<file path="config.mk">
export PLATFORM = sky130hd
export DESIGN_NAME = wtft_tracker
export DESIGN_NICKNAME = d
export VERILOG_FILES = /design/src/rtl/wtft_pkg.sv /design/src/rtl/wtft_rst_sync.sv /design/src/rtl/wtft_wt_counter.sv /design/src/rtl/wtft_flush_ctrl.sv /design/src/rtl/wtft_tracker.sv
export SDC_FILE = /design/constraint.sdc
export NUM_CORES = 1
export LEC_CHECK = 0
export BUFFER_PORTS_ARGS = -buffer_cell sky130_fd_sc_hd__buf_2
export CAP_MARGIN = 10
export CORE_MARGIN = 5
export CORE_UTILIZATION = 30
export DETAILED_ROUTE_END_ITERATION = 16
export GPL_ROUTABILITY_DRIVEN = 0
export PLACE_DENSITY_LB_ADDON = 0.08
export SKIP_LAST_GASP = 1
export SLEW_MARGIN = 0
export SYNTH_ARGS = -nofsm -noshare
export SYNTH_HDL_FRONTEND = slang
export SYNTH_SLANG_ARGS = --single-unit
</file>
<file path="constraint.sdc">
create_clock -name clk -period 1.03 [get_ports clk]
set_input_delay 0.206 -clock clk [delete_from_list [all_inputs] [get_ports clk]]
set_output_delay 0.206 -clock clk [all_outputs]
set_load 0.03 [all_outputs]
</file>
<file path="src/rtl/wtft_pkg.sv">
`timescale 1ns/1ps
package wtft_pkg;

  // Input events sampled in one cycle
  typedef struct packed {
    logic issue;
    logic ack;
    logic flush;
    logic visit;
  } wtft_ev_t;

endpackage

</file>
<file path="src/rtl/wtft_rst_sync.sv">
`timescale 1ns/1ps
module wtft_rst_sync #(
  parameter int STAGES = 2
) (
  input  logic clk,
  input  logic arst_n,
  output logic rst_n_sync
);
  logic [STAGES-1:0] sync_q;

  always_ff @(posedge clk or negedge arst_n) begin
    if (!arst_n) sync_q <= '0;
    else         sync_q <= {sync_q[STAGES-2:0], 1'b1};
  end

  assign rst_n_sync = sync_q[STAGES-1];
endmodule

</file>
<file path="src/rtl/wtft_wt_counter.sv">
`timescale 1ns/1ps
module wtft_wt_counter #(
  parameter int CNT_W = 8
) (
  input  logic             clk,
  input  logic             rst_n,
  input  logic             inc,
  input  logic             dec,
  output logic [CNT_W-1:0] cnt_q,
  output logic [CNT_W-1:0] cnt_nxt,
  output logic             ovf,
  output logic             unf
);
  localparam logic [CNT_W-1:0] CNT_MAX = {CNT_W{1'b1}};

  logic cnt_en;

  always_comb begin
    cnt_nxt = cnt_q;
    ovf     = 1'b0;
    unf     = 1'b0;
    unique case ({inc, dec})
      2'b10: begin
        if (cnt_q == CNT_MAX) ovf     = 1'b1;
        else                  cnt_nxt = cnt_q + 1'b1;
      end
      2'b01: begin
        if (cnt_q == '0) unf     = 1'b1;
        else             cnt_nxt = cnt_q - 1'b1;
      end
      default: ;
    endcase
  end

  assign cnt_en = inc ^ dec;

  always_ff @(posedge clk or negedge rst_n) begin
    if (!rst_n)      cnt_q <= '0;
    else if (cnt_en) cnt_q <= cnt_nxt;
  end
endmodule

</file>
<file path="src/rtl/wtft_flush_ctrl.sv">
`timescale 1ns/1ps
module wtft_flush_ctrl
  import wtft_pkg::*;
#(
  parameter int CNT_W = 8
) (
  input  logic             clk,
  input  logic             rst_n,
  input  wtft_ev_t         ev,
  input  logic [CNT_W-1:0] wt_nxt,
  output logic [CNT_W-1:0] fl_q,
  output logic             in_flush_q,
  output logic             done_q,
  output logic             fl_unf
);
  localparam int EXT_W = CNT_W + 1;

  logic             active;
  logic             dec_hit;
  logic             vis_hit;
  logic [EXT_W-1:0] fl_sum;
  logic [CNT_W-1:0] fl_nxt;
  logic             done_nxt;
  logic             in_flush_nxt;
  logic             fl_en;

  always_comb begin
    active   = in_flush_q | ev.flush;
    dec_hit  = ev.ack & active;
    vis_hit  = ev.visit & active;
    fl_unf   = dec_hit & ~vis_hit & (fl_q == '0);
    fl_sum   = {1'b0, fl_q} + EXT_W'(vis_hit) - EXT_W'(dec_hit);
    done_nxt = vis_hit & ~fl_unf & (fl_sum > {1'b0, wt_nxt});
    if (fl_unf)        fl_nxt = '0;
    else if (done_nxt) fl_nxt = CNT_W'(fl_sum - 1'b1);
    else               fl_nxt = CNT_W'(fl_sum);
    in_flush_nxt = active & ~(vis_hit & (wt_nxt == '0) & (fl_nxt == '0));
    fl_en        = dec_hit | vis_hit;
  end

  always_ff @(posedge clk or negedge rst_n) begin
    if (!rst_n)     fl_q <= '0;
    else if (fl_en) fl_q <= fl_nxt;
  end

  always_ff @(posedge clk or negedge rst_n) begin
    if (!rst_n) begin
      in_flush_q <= 1'b0;
      done_q     <= 1'b0;
    end else begin
      in_flush_q <= in_flush_nxt;
      done_q     <= done_nxt;
    end
  end
endmodule

</file>
<file path="src/rtl/wtft_tracker.sv">
`timescale 1ns/1ps
module wtft_tracker
  import wtft_pkg::*;
#(
  parameter int CNT_W       = 8,
  parameter int SYNC_STAGES = 2
) (
  input  logic clk,
  input  logic arst_n,
  input  logic wt_issue_i,
  input  logic wb_ack_i,
  input  logic flush_req_i,
  input  logic flush_visit_i,
  output logic flush_done_o,
  output logic in_flush_o,
  output logic err_o
);
  logic             rst_sync_n;
  wtft_ev_t         ev;
  logic [CNT_W-1:0] wt_cnt_q;
  logic [CNT_W-1:0] wt_cnt_nxt;
  logic [CNT_W-1:0] fl_cnt_q;
  logic             wt_ovf;
  logic             wt_unf;
  logic             fl_unf;
  logic             err_nxt;
  logic             err_q;

  wtft_rst_sync #(.STAGES(SYNC_STAGES)) u_rst (
    .clk        (clk),
    .arst_n     (arst_n),
    .rst_n_sync (rst_sync_n)
  );

  assign ev = '{issue: wt_issue_i, ack: wb_ack_i, flush: flush_req_i, visit: flush_visit_i};

  wtft_wt_counter #(.CNT_W(CNT_W)) u_wt (
    .clk     (clk),
    .rst_n   (rst_sync_n),
    .inc     (ev.issue),
    .dec     (ev.ack),
    .cnt_q   (wt_cnt_q),
    .cnt_nxt (wt_cnt_nxt),
    .ovf     (wt_ovf),
    .unf     (wt_unf)
  );

  wtft_flush_ctrl #(.CNT_W(CNT_W)) u_fl (
    .clk        (clk),
    .rst_n      (rst_sync_n),
    .ev         (ev),
    .wt_nxt     (wt_cnt_nxt),
    .fl_q       (fl_cnt_q),
    .in_flush_q (in_flush_o),
    .done_q     (flush_done_o),
    .fl_unf     (fl_unf)
  );

  assign err_nxt = wt_ovf | wt_unf | fl_unf;

  always_ff @(posedge clk or negedge rst_sync_n) begin
    if (!rst_sync_n) err_q <= 1'b0;
    else             err_q <= err_nxt;
  end

  assign err_o = err_q;
endmodule

</file>
==> flow_metrics.env <==
export IMPL_final_hold_viol_count=0
export IMPL_avgViaCountPerCell=4.85
export IMPL_synth_compound_area_frac=0.254
export IMPL_worstPathArrival_ns=4.27
export IMPL_netlist_instances=252
export IMPL_slew_violations=0
export IMPL_drive_above_1_share=0.504
export IMPL_yosysTopAreaCell="dfrtp_1"
export IMPL_synth_area_um2=2150
export IMPL_grt_max_degree=12
export IMPL_drc_errors=0
export IMPL_cpPeakStageDelay_ns=0.43
export IMPL_synth_edf_count=0
export IMPL_drt_iter0_drc=80
export IMPL_cts_sinks=21
export IMPL_antenna_found_initial=0
export IMPL_die_h_um=94.6
export IMPL_wl_per_cell_um=14.7
export IMPL_path_max_fanout=4
export IMPL_cts_clk_slew_worst_paths_ns=0.10
export IMPL_period_share=4.01
export IMPL_grt_pass1_wl_um=12000
export IMPL_rsz0062_at_grt="yes"
export IMPL_min_period_ns=4.13
export IMPL_die_x_um=94.6
export IMPL_yosys_cell_count_top_type="inv_1"
export IMPL_avgSynthCellArea_um2=8.52
export IMPL_vias=2352
export IMPL_reg2reg_from="u_fl.in_flush_q"
export IMPL_first_global_vias=2338
export IMPL_synth_simple_area_share=0.209
export IMPL_initial_core_util=0.312
export IMPL_final_util=0.529
export IMPL_synth_top_area_share=0.245
export IMPL_dp_cells=445
export IMPL_n_antenna_cell=0
export IMPL_cts_tree="done"
export IMPL_place_area_um2=3110
export IMPL_path_cells="o21ai_2 -> inv_2 -> ha_4 -> inv_2 -> ha_4 -> fa_2 -> a21oi_4 -> nor3_2 -> nor2_2 -> xnor2_2 -> ha_1 -> a21o_1 -> a211oi_4 -> a211oi_4 -> a41oi_4 -> nor3_2 -> xor2_1 -> o41ai_2 -> a41oi_1"
export IMPL_skew_ns=0.0152
export IMPL_die_area_um2=8940
export IMPL_grt_usage=0.170
export IMPL_fin_setup_tns_ns=-40.07
export IMPL_regArea_um2=527
export IMPL_postSynthRegisterBits=21
export IMPL_critPathRequiredTime_ns=1.17
export IMPL_muxShareOfSynthArea=0.00933
export IMPL_firstDrtPassIters=4
export IMPL_num_rows=30
export IMPL_cp_end_kind="flip-flop"
export IMPL_max_freq_ghz=0.242
export IMPL_synth_fp_nets=284
export IMPL_root_buffer="clkbuf_8"
export IMPL_synth_distinct_cells=57
export IMPL_setup_slack_ns=-3.10
export IMPL_violations="setup timing"
export IMPL_synth_top_family_by_area="compound AO/OA/AOI/OAI gates"
export IMPL_clock_path_buffers=2
export IMPL_critPathTopFamily="compound AO/OA/AOI/OAI gates"
export IMPL_design_area_um2=3630
export IMPL_clock_latency_ns=0.28
export IMPL_cp_start_kind="flip-flop"
export IMPL_multi_input_area_um2=1740
export IMPL_syn_to_final_growth_pct=69.4
export IMPL_numPortBuffers=8
export IMPL_async_flop_share=1.00
export IMPL_synth_adder_area_share=0.155
export IMPL_fillers=631
export IMPL_yosysWarnings=0
export IMPL_fin_nets=422
export IMPL_coreArea_um2=6870
export IMPL_totalWireLength_um=7140
export IMPL_cts_made_buffers=3
export IMPL_final_cells=485
export IMPL_setup_viol=20
export IMPL_synth_common_cells="33 x inv_1, 25 x ha_1, 21 x dfrtp_1, 15 x o21ai_0, 14 x nor2_1"
export IMPL_ios=9
export IMPL_ys_seq_area_frac=0.245
export IMPL_cp_num_buf_inv=2
export IMPL_ctsHtreeMaxLevel=1
export IMPL_grt_ovfl_total=0
export IMPL_r2r_end="u_fl.in_flush_q"
export IMPL_synth_flop_cell="dfrtp_1"
export IMPL_run_status="finished, violations left"
export IMPL_hold_path_class="reg2async"
export IMPL_cpMaxStageDelayCell="dfrtp_2"
export IMPL_crit_type="reg2reg"
export IMPL_ant_nets=0
export IMPL_r2r_cells=19
export IMPL_dpl_hpwl_um=5510
export IMPL_netlist_top_cells_area="dfrtp_1 24%, ha_1 15%, inv_1 5.8%, o21ai_0 3.5%, xnor2_1 2.9%"
export IMPL_ff2ff_setup_slack_ns=-3.10
export IMPL_synth_xor_area_frac=0.0531
export IMPL_cap_viol_max_count=0
layout by cell type, fill, tap and decap left out, types with 7 or more instances in the layout:
cell type / Yosys / layout
buf_4: 0 / 120
inv_1: 33 / 27
ha_1: 25 / 20
dfrtp_1: 21 / 20
nand2_1: 12 / 12
buf_6: 1 / 12
a21oi_1: 12 / 9
o21ai_0: 15 / 8
nor2_1: 14 / 8
nand3_1: 9 / 7
state kept, by name (all words and copies together) (netlist names):
signal,count
u_fl.in_flush_q,1
u_rst.sync_q,2
err_o,1
u_wt.cnt_q,8
u_fl.done_q,1
u_fl.fl_q,8
per-layer routing:
metal,global-route usage,share of wire,vias up
met2,0.274,0.46,34
li1,-,-,1186
met1,0.243,0.50,1119
met4,0.0373,0.020,0
met3,0.0191,0.023,13
met5,0,0,-
layout make-up:
cell class | count | share of cell area
timing repair buffer | 139 | 0.296
inverter | 33 | 0.0341
sequential | 21 | 0.145
multi-input combinational | 192 | 0.480
clock buffer | 4 | 0.0124
tap | 96 | 0.0330
repair_timing:
action / in CTS / in global routing
hold buffers: 1 / 0
gates resized for setup: 18 / 28
hold endpoints to repair: 2 / 0
cloned: 0 / 0
endpoints found under the setup margin: 21 / 21
buffers inserted: 27 / 12
pin swaps: 21 / 23
cell families (layout without fill, tap and decap cells):
logic type / Yosys count / after routing
and+or+nand+nor: 77 / 77
buffers and inverters: 39 / 176
xor gates and xnor gates: 13 / 13
DFF: 21 / 21
adders and majority gates: 26 / 26
muxes: 2 / 2
AOI/OAI and AO/OA: 73 / 73
other: 1 / 1
stage by stage:
step                setup slack, ns  hold WS, ns
floorplan                     -2.96      -0.0896
global placement              -3.03     -0.00757
detailed placement            -3.15     -0.00657
CTS                           -3.07        0.204
global route                  -3.31        0.238
finish                        -3.10        0.182
how the worst max path moves through the flow:
stage          depth (start not counted)            start  slack (ns)              end
2_1_floorplan                         18  u_fl.in_flush_q       -2.96  u_fl.in_flush_q
3_3_place_gp                          20  u_fl.in_flush_q       -3.03  u_fl.in_flush_q
3_5_place_dp                          20  u_fl.in_flush_q       -3.15  u_fl.in_flush_q
4_1_cts                               19  u_fl.in_flush_q       -3.07     u_fl.fl_q[6]
5_1_grt                               19  u_fl.in_flush_q       -3.31  u_fl.in_flush_q
6_report                              19  u_fl.in_flush_q       -3.10  u_fl.in_flush_q
Power is not shown: default switching activity piles up to over one toggle a cycle in this logic, so the estimate is an artifact.
